==> config.mk <==
export PLATFORM = sky130hd
export DESIGN_NAME = booth_mul
export DESIGN_NICKNAME = d
export VERILOG_FILES = /design/src/rtl/booth_pkg.sv /design/src/rtl/booth_recode.sv /design/src/rtl/booth_step.sv /design/src/rtl/booth_ctrl.sv /design/src/rtl/booth_mul.sv
export SDC_FILE = /design/constraint.sdc
export NUM_CORES = 1
export LEC_CHECK = 0
export ABC_CLOCK_PERIOD_IN_PS = 4600
export BUFFER_PORTS_ARGS = -buffer_cell sky130_fd_sc_hd__clkbuf_2
export CAP_MARGIN = 20
export CORE_ASPECT_RATIO = 0.7
export CORE_MARGIN = 10
export CORE_UTILIZATION = 32
export DETAILED_ROUTE_END_ITERATION = 10
export PLACE_DENSITY = 0.56
export RECOVER_POWER = 50
export SLEW_MARGIN = 30
export SYNTH_ARGS = -nofsm -noshare
export SYNTH_HDL_FRONTEND = slang
export SYNTH_SLANG_ARGS = --single-unit
==> constraint.sdc <==
create_clock -name clk -period 4.6 [get_ports clk]
set_input_delay 0.92 -clock clk [delete_from_list [all_inputs] [get_ports clk]]
set_output_delay 0.92 -clock clk [all_outputs]
set_load 0.03 [all_outputs]
==> src/rtl/booth_pkg.sv <==
package booth_pkg;

    typedef enum logic [1:0] {
        ST_IDLE = 2'd0,
        ST_RUN  = 2'd1,
        ST_FIN  = 2'd2
    } state_t;

    typedef enum logic [1:0] {
        OP_NONE = 2'd0,
        OP_ADD  = 2'd1,
        OP_SUB  = 2'd2
    } op_t;

endpackage

==> src/rtl/booth_recode.sv <==
// Run-length recoding of the (current bit, previous bit) pair.
module booth_recode
    import booth_pkg::*;
(
    input  logic [1:0] pair,   // [1] = low register bit, [0] = extra bit
    output op_t        op
);
    always_comb begin
        op = OP_NONE;
        unique case (pair)
            2'b10:   op = OP_SUB;   // a run of ones begins
            2'b01:   op = OP_ADD;   // a run of ones has ended
            default: op = OP_NONE;  // inside a run of zeros or of ones
        endcase
    end
endmodule

==> src/rtl/booth_step.sv <==
// One iteration: add or subtract on N+1 bits, then arithmetic shift right.
module booth_step
    import booth_pkg::*;
#(
    parameter int N = 32
) (
    input  logic [N-1:0] upper,   // upper half of the working register
    input  logic [N-1:0] lower,   // lower half (multiplier bits still to scan)
    input  logic [N-1:0] mcand,
    input  op_t          op,
    output logic [2*N:0] next_acc
);
    localparam int EW = N + 1;

    logic [EW-1:0] up_ext;
    logic [EW-1:0] mc_ext;
    logic [EW-1:0] sum;

    assign up_ext = {upper[N-1], upper};
    assign mc_ext = {mcand[N-1], mcand};

    always_comb begin
        sum = up_ext;
        unique case (op)
            OP_ADD:  sum = up_ext + mc_ext;
            OP_SUB:  sum = up_ext - mc_ext;
            default: sum = up_ext;
        endcase
    end

    // The extra top bit of sum is the true sign and fills in on the shift.
    assign next_acc = {sum, lower};
endmodule

==> src/rtl/booth_ctrl.sv <==
// Sequencer: idle, N step cycles, one done cycle.
module booth_ctrl
    import booth_pkg::*;
#(
    parameter int N = 32
) (
    input  logic clk,
    input  logic rst_n,
    input  logic start,
    output logic load,
    output logic step,
    output logic last,
    output logic busy,
    output logic done
);
    localparam int            CW       = (N > 1) ? $clog2(N) : 1;
    localparam logic [CW-1:0] LAST_CNT = CW'(N - 1);

    state_t        st;
    state_t        st_nx;
    logic [CW-1:0] cnt;

    always_ff @(posedge clk or negedge rst_n) begin
        if (!rst_n) st <= ST_IDLE;
        else        st <= st_nx;
    end

    always_ff @(posedge clk or negedge rst_n) begin
        if (!rst_n)    cnt <= '0;
        else if (load) cnt <= '0;
        else if (step) cnt <= cnt + 1'b1;
    end

    assign last = (cnt == LAST_CNT);

    always_comb begin
        st_nx = st;
        unique case (st)
            ST_IDLE: if (start) st_nx = ST_RUN;
            ST_RUN:  if (last)  st_nx = ST_FIN;
            ST_FIN:             st_nx = ST_IDLE;
            default:            st_nx = ST_IDLE;
        endcase
    end

    always_comb begin
        load = 1'b0;
        step = 1'b0;
        busy = 1'b0;
        done = 1'b0;
        unique case (st)
            ST_IDLE: load = start;
            ST_RUN: begin
                step = 1'b1;
                busy = 1'b1;
            end
            ST_FIN: begin
                busy = 1'b1;
                done = 1'b1;
            end
            default: ;
        endcase
    end
endmodule

==> src/rtl/booth_mul.sv <==
module booth_mul
    import booth_pkg::*;
#(
    parameter int N = 32
) (
    input  logic             clk,
    input  logic             rst_n,
    input  logic             start,
    input  logic [N-1:0]     mcand_i,
    input  logic [N-1:0]     mplier_i,
    output logic             busy,
    output logic             done,
    output logic [2*N-1:0]   product
);
    localparam int AW = 2 * N + 1;

    logic            load;
    logic            step;
    logic            last;
    logic [AW-1:0]   acc;        // {upper, lower, extra}
    logic [AW-1:0]   acc_nx;
    logic [N-1:0]    mcand_q;
    logic [2*N-1:0]  prod_q;
    op_t             op;

    booth_ctrl #(.N(N)) u_ctrl (
        .clk   (clk),
        .rst_n (rst_n),
        .start (start),
        .load  (load),
        .step  (step),
        .last  (last),
        .busy  (busy),
        .done  (done)
    );

    booth_recode u_recode (
        .pair (acc[1:0]),
        .op   (op)
    );

    booth_step #(.N(N)) u_step (
        .upper    (acc[2*N:N+1]),
        .lower    (acc[N:1]),
        .mcand    (mcand_q),
        .op       (op),
        .next_acc (acc_nx)
    );

    always_ff @(posedge clk or negedge rst_n) begin
        if (!rst_n) begin
            acc     <= '0;
            mcand_q <= '0;
        end else if (load) begin
            acc     <= {{N{1'b0}}, mplier_i, 1'b0};
            mcand_q <= mcand_i;
        end else if (step) begin
            acc     <= acc_nx;
        end
    end

    always_ff @(posedge clk or negedge rst_n) begin
        if (!rst_n)            prod_q <= '0;
        else if (step && last) prod_q <= acc_nx[AW-1:1];
    end

    assign product = prod_q;
endmodule

==> flow_summary.yaml, run 1 <==
run_status:
  status: "complete, but fails checks"
  violations: "max-capacitance violations, max-slew violations"
worst_setup_path:
  slowest_stage: "or4_4"
  cp_num_buf_inv: 1
  r2r-start: "mcand_q[11]"
  r2r_cells: 17
  critPathMostFrequentCell: "nand2_1"
  cp-end-kind: "register"
  crit_required_ns: 4.96
  path_max_fanout: 7
  path_cells: "or4_4 > nor4b_4 > nand2_1 > nor2_1 > nand2_1 > o21bai_1 > xor2_1 > ha_1 > a21o_1 > a21oi_1 > nor2b_1 > o41ai_1 > buf_4 > a21oi_4 > o21a_1 > or4_1 > a31oi_1"
  r2r_slack_ns: 0.46
  arrival_ns: 4.50
  r2r_end: "product[63]"
  critical_path_class: "reg -> reg"
  critical_path.top_delay_family: "simple AND/OR/NAND/NOR gates"
  worstSetupStartpoint: "mcand_q[11]"
  cp-start-kind: "register"
  crit_path_end: "product[63]"
  critPathMaxStageDelay_ns: 0.59
  cp.depth: 17
clock_tree:
  clk_latency_ns: 0.44
  cts_max_level: 4
  path_clk_slew_ns: 0.07
  numClockSinks: 168
  cts_buffers: 17
  cts_root_buf: "clkbuf_16"
  cts_tree: "yes"
  cts.path.max_buffers: 2
  postCtsSetupBuffers: 0
placed_design:
  post-place-ws_ns: 0.2635
  postPlaceCellArea_um2: 10380
  place_hpwl_mm: 18.32
  place_congestion: 0.8642
  port_buffers: 132
pwr:
  p_leak_nw: 5.395
  p_seq_share_pct: 25.1
  clockPowerShare_pct: 15.2
  max-vdd-ir-drop_mv: 0.3508
  power_density_nw_per_um2: 868.2
  p_int_mw: 5.012
  p_sw_mw: 4.537
  combPwrFrac_pct: 59.7
  p_sw_share_pct: 47.52
yosys:
  seq_area_frac_synth_pct: 44.89
  synth_top_cell_area_share_pct: 44.89
  syn_avg_cell_area_um2: 8.704
  netlist_area_um2: 9365
  synthArstFlopShare_pct: 100.0
  yosysWarnings: 0
  ys_ff_latch: 168
  synth_area_leaders: "dfrtp_1 45%, nand2_1 11%, o21ai_0 5.5%, ha_1 5.3%, mux2i_1 5.2%"
  postSynthCellCount: 1076
  synth_edf_count: 0
  synth_nets: 1184
  synth.distinct_cells: 59
  yosys.area.top_type: "dfrtp_1"
  synthFlopType: "dfrtp_1"
timing:
  rsz0062_at_grt: "false"
  slew_headroom_pct: -79.70
  tightest_slew_ns: 2.695
  fin_tns_setup_ns: 0
  fin_crit_sh_pct: 90.02
  slew_violations: 169
  hold_viol: 0
  min_period_ns: 4.141
  fmax_ghz: 0.2415
  setup_viol: 0
  fin_skew_ns: 0.01522
  setup_ws_ns: 0.4591
route:
  wl_mm: 25.68
  drc_errors: 0
  first_pass_iters: 5
  vias_per_cell: 4.857
  drtIter0Drc: 470
  postRouteAntennaNets: 0
  route.vias.total: 7597
  routedWlPerCell_um: 16.42
global_route:
  gr-total-overflow: 0
  grt_pass1_vias: 7453
  grt_usage_pct: 14.05
  grt_start_max_net_pins: 102
  antenna_found_initial: 0
  grt_first_pass_wirelength_mm: 41.28
cells_and_area:
  final_layout_size_suffix_gt1_share_pct: 16.27
  area_growth_pct: 17.45
  num_antenna_cells: 0
  final_cell_mix: "264 x nand2_1, 168 x dfrtp_1, 128 x clkbuf_2, 103 x o21ai_0, 83 x a21oi_1"
  final_area_um2: 11000
  nets: 1281
  layout_commonest_cell: "nand2_1"
die:
  initial_core_util_pct: 32.42
  die_y_um: 163.1
  row_count: 52
  dieArea_um2: 36620
  core_area_um2: 28890
  io-pin-count: 133
  die_w_um: 224.5
flow_run:
  cap_viol_max_count: 2
min_path:
  hp-class: "reg -> reg"
## final cells by class
| class | instances | area [µm²] |
|---|---|---|
| Clock inverter | 15 | 158.9 |
| Tap cell | 378 | 473.0 |
| Timing Repair Buffer | 142 | 763.2 |
| Fill cell | 3001 | 17890 |
| Inverter | 20 | 75.07 |
| Sequential cell | 168 | 4204 |
| Clock buffer | 17 | 425.4 |
| Multi-Input combinational cell | 824 | 4900 |
## power groups by stage
stage / Combinational [mW] / Clock [mW] / Sequential, mW
after floorplan: 4.41 / 0 / 2.27
after global placement: 5.62 / 0 / 2.41
after detailed placement: 5.65 / 0 / 2.42
after CTS: 5.68 / 1.50 / 2.40
after global routing: 6.41 / 1.56 / 2.46
final: 5.70 / 1.45 / 2.40
## worst min-delay path by stage
stage                           start  depth (start not counted)  slack [ns]     endpoint
after floorplan               acc[32]                          2        0.46  product[30]
after global placement    product[29]                          2        0.46  product[29]
after detailed placement  product[16]                          2        0.46  product[16]
after CTS                 product[27]                          2        0.48  product[27]
after global routing      product[15]                          2        0.51  product[15]
final                     product[27]                          2        0.48  product[27]
## through the flow
step	util [%]	total power, mW	hold slack [ns]	std cells
6_report	38.08	9.549	0.4752	1564
2_1_floorplan	-	6.674	0.4553	1076
4_1_cts	37.96	9.577	0.4815	1563
5_1_grt	38.08	10.43	0.5065	1564
3_3_place_gp	35.93	8.034	0.4588	1531
3_5_place_dp	35.94	8.068	0.4625	1531
## cells in the mapped netlist, drive strengths merged, types with 6 or more instances
cell type    n
nand2      266
nand2b       6
a21oi       85
buf          9
mux2i       49
nand3        6
a21o        19
xnor2       40
dfrtp      168
a211oi      17
a31oi        8
nor3        17
inv         20
o21ai      106
xor2        16
nand4        6
ha          40
clkbuf      55
nor2        73
## flip-flops by register name (all words and copies together) (netlist names)
register    count
u_ctrl.st       2
acc            65
product        64
mcand_q        32
u_ctrl.cnt      5
## worst reg2reg max path: cells and delay by family, from the launching register on
kind            cells  cell delay, ns
compound gates      7            1.22
flops               1            0.44
xor+xnor            1            0.17
simple gates        7            1.73
buf+inv             1            0.19
fa+ha+maj           1            0.33
## layer usage
metal	wire, µm	GRT usage [%]	part of all wire (%)	vias up
li1	-	-	-	3882
met3	878	3.118	3.4	11
met4	182	2.897	0.71	0
met2	10890	20.23	42	112
met1	13740	20.90	53	3592
met5	0	0	0	-
## timing repair
| action | in CTS | in global routing |
|---|---|---|
| endpoints found under the setup margin | 0 | 3 |
| endpoints found under the hold margin | 0 | 0 |
| hold buffers | 0 | 0 |
| gates resized for setup | 0 | 3 |
## kinds of logic (layout without fill, tap and decap cells)
| group | after synthesis | in the layout | share of synthesized area, % |
|---|---|---|---|
| AND/OR/NAND/NOR | 407 | 407 | 18.32 |
| buffers and inverters | 84 | 194 | 3.380 |
| XOR/XNOR | 56 | 56 | 5.237 |
| multiplexers | 52 | 52 | 5.598 |
| flip-flops | 168 | 168 | 44.89 |
| AO/OA/AOI/OAI | 268 | 268 | 17.02 |
| adder cells (fa/ha/maj) | 41 | 41 | 5.558 |
(Power assumes the default switching activity.)
==> inputs of run 2 (changes only) <==
--- a/config.mk
+++ b/config.mk
@@ -5,6 +5,7 @@
 export SDC_FILE = /design/constraint.sdc
 export NUM_CORES = 1
 export LEC_CHECK = 0
+export ABC_AREA = 1
 export ABC_CLOCK_PERIOD_IN_PS = 4600
 export BUFFER_PORTS_ARGS = -buffer_cell sky130_fd_sc_hd__clkbuf_2
 export CAP_MARGIN = 20
@@ -12,9 +13,9 @@
 export CORE_MARGIN = 10
 export CORE_UTILIZATION = 32
 export DETAILED_ROUTE_END_ITERATION = 10
-export PLACE_DENSITY = 0.56
+export PLACE_DENSITY = 0.55
 export RECOVER_POWER = 50
-export SLEW_MARGIN = 30
+export SLEW_MARGIN = 20
 export SYNTH_ARGS = -nofsm -noshare
 export SYNTH_HDL_FRONTEND = slang
 export SYNTH_SLANG_ARGS = --single-unit
==> flow_summary.yaml, run 2 <==
run_status:
  status: "complete, but fails checks"
  violations: "max-capacitance violations, max-slew violations"
cells_and_area:
  nets: 1578
  largest_register_ffs: 65
  num_antenna_cells: 0
  final_layout_size_suffix_gt1_share_pct: 13.08
  area_growth_pct: 17.25
  final_cell_mix: "451 x nand2_1, 168 x dfrtp_1, 161 x inv_1, 103 x clkbuf_2, 100 x nor2_1"
  regMostFlops: "acc"
  post-route-util_pct: 38.51
  layout_commonest_cell: "nand2_1"
yosys:
  synthArstFlopShare_pct: 100.0
  synth_edf_count: 0
  synth-simple-area-share_pct: 28.37
  synth_area_leaders: "dfrtp_1 42%, nand2_1 17%, inv_1 6.1%, ha_1 5.0%, o21ai_0 4.4%"
  postSynthCellCount: 1351
  synth-xor-area-share_pct: 2.992
  ys_ff_latch: 168
  yosys-top-cells-count: "452 x nand2_1, 168 x dfrtp_1, 161 x inv_1"
  synth_adder_area_share_pct: 5.229
  synth_mux_area_share_pct: 0
  netlist_area_um2: 9953
  synth_nets: 1459
  seq_area_frac_synth_pct: 42.24
  synthFlopType: "dfrtp_1"
  synth.distinct_cells: 40
  synth_top_family_by_area: "simple AND/OR/NAND/NOR gates"
  synth.most_common_cell: "nand2_1"
  synth_top_cell_area_share_pct: 42.24
  synth_compound_area_share_pct: 13.14
  yosys.area.top_type: "dfrtp_1"
  yosysWarnings: 0
  syn_avg_cell_area_um2: 7.367
timing:
  hold_viol: 0
  min_period_ns: 3.711
  setup_viol: 0
  fin_skew_ns: 0.01762
  slew_headroom_pct: -41.17
  tightest_slew_ns: 2.118
  rsz0062_at_grt: "false"
  slew_violations: 175
  fin_tns_setup_ns: 0
  fin_crit_sh_pct: 80.68
  fmax_ghz: 0.2694
global_route:
  grt_usage_pct: 16.45
  antenna_found_initial: 0
  grt_pass1_vias: 8850
  grt_start_max_net_pins: 108
  gr-total-overflow: 0
  grt_first_pass_wirelength_mm: 50.83
clock_tree:
  numClockSinks: 168
  cts_buffers: 17
  cts_tree: "yes"
  ctsResizeCount: 0
  path_clk_slew_ns: 0.07
  postCtsSetupBuffers: 0
  clk_latency_ns: 0.44
  cts_max_level: 4
  cts_hold_buf: 0
  cts_root_buf: "clkbuf_16"
  cts.path.max_buffers: 2
worst_setup_path:
  crit_required_ns: 4.92
  cp-start-kind: "register"
  slowest_stage: "inv_1"
  r2r_slack_ns: 0.89
  r2r_cells: 18
  critical_path_class: "reg -> reg"
  crit_path_end: "product[59]"
  critPathMaxStageDelay_ns: 0.49
  critPathMostFrequentCell: "nand2_1"
  r2r_end: "product[59]"
  worstSetupStartpoint: "acc[1]"
  path_cells: "ha_1 > buf_4 > inv_1 > o41ai_1 > nand3_1 > xor2_1 > ha_1 > nand2_1 > nand2_1 > nand2_1 > nand2_1 > o21bai_1 > nor2_1 > nand2_1 > nand2_1 > nand3_1 > o211ai_1 > nand2_1"
  path_max_fanout: 20
  critical_path.top_delay_family: "simple AND/OR/NAND/NOR gates"
  cp-end-kind: "register"
  arrival_ns: 4.03
  cp_num_buf_inv: 2
  r2r-start: "acc[1]"
  cp.depth: 18
die:
  io-pin-count: 133
  dieArea_um2: 38670
  initial_core_util_pct: 32.84
  core_area_um2: 30310
  row_count: 53
  die_w_um: 230.8
  die_y_um: 167.6
route:
  vias_per_cell: 4.789
  wl_mm: 31.49
  drc_errors: 0
  routedWlPerCell_um: 16.62
  postRouteAntennaNets: 0
  first_pass_iters: 5
  route.vias.total: 9076
  drtIter0Drc: 652
pwr:
  design_power_total_mw: 9.644
  power_density_nw_per_um2: 826.4
  max-vdd-ir-drop_mv: 0.3173
  p_leak_nw: 5.993
placed_design:
  place_hpwl_mm: 24.20
  place_congestion: 0.9115
  port_buffers: 132
min_path:
  hp-class: "reg -> reg"
flow_run:
  cap_viol_max_count: 4
[run 2: cell count changes after synthesis, moves of 28 or more]
cell and delta:
nor2_1 +28, nand2_1 +186, xnor2_1 -29, a21oi_1 -42
inv_1 +141, mux2i_1 -49, nand3_1 +66
[run 2: final cells by class]
type	instances	area (µm²)
sequential	168	4204
inverter	162	608.1
timing repair buffer	147	725.7
tap	412	515.5
multi-input combinational	974	4960
clock buffer	19	452.9
fill	3231	18640
clock inverter	13	203.9
[run 2: through the flow]
stage	area [µm²]	setup slack, ns	cells	hold slack, ns
final	11670	0.8886	1895	0.4844
after floorplan	9953	1.832	1351	0.4695
after global routing	11670	0.2408	1895	0.5025
after detailed placement	11070	0.9201	1863	0.4685
after CTS	11720	0.9120	1895	0.4862
after global placement	11070	0.9291	1863	0.4686
[run 2: how the worst min path moves through the flow]
| stage | start | endpoint | slack, ns | depth (start not counted) |
|---|---|---|---|---|
| finish | product[57] | product[57] | 0.48 | 2 |
| global route | product[56] | product[56] | 0.50 | 2 |
| CTS | product[50] | product[50] | 0.49 | 2 |
| detailed placement | product[56] | product[56] | 0.47 | 2 |
| global placement | product[56] | product[56] | 0.47 | 2 |
| floorplan | acc[56] | acc[56] | 0.47 | 2 |
[run 2: cell families after synthesis]
| family | count (synthesis) |
|---|---|
| buffers and inverters | 209 |
| adders and majority gates | 41 |
| xor gates and xnor gates | 34 |
| AOI/OAI and AO/OA | 216 |
| DFF | 168 |
| and+or+nand+nor | 683 |
[run 2: tightest hold or removal path, delay by kind of cell (launching register included)]
kind / cells / cell delay, ns
and+or+nand+nor: 2 / 0.10
DFF: 1 / 0.35
[run 2: power by group]
group / leakage (nW) / switching (mW) / internal, mW
Sequential: 1.97 / 0.309 / 1.88
Combinational: 3.70 / 3.96 / 1.86
Clock: 0.322 / 0.673 / 0.959
[run 2: metal layers]
| metal | GRT usage (%) | part of all wire (%) | vias up |
|---|---|---|---|
| li1 | - | - | 4593 |
| met2 | 23.12 | 40 | 237 |
| met4 | 2.852 | 0.71 | 0 |
| met3 | 3.968 | 6.4 | 14 |
| met1 | 24.88 | 52 | 4232 |
| met5 | 0 | 0 | - |
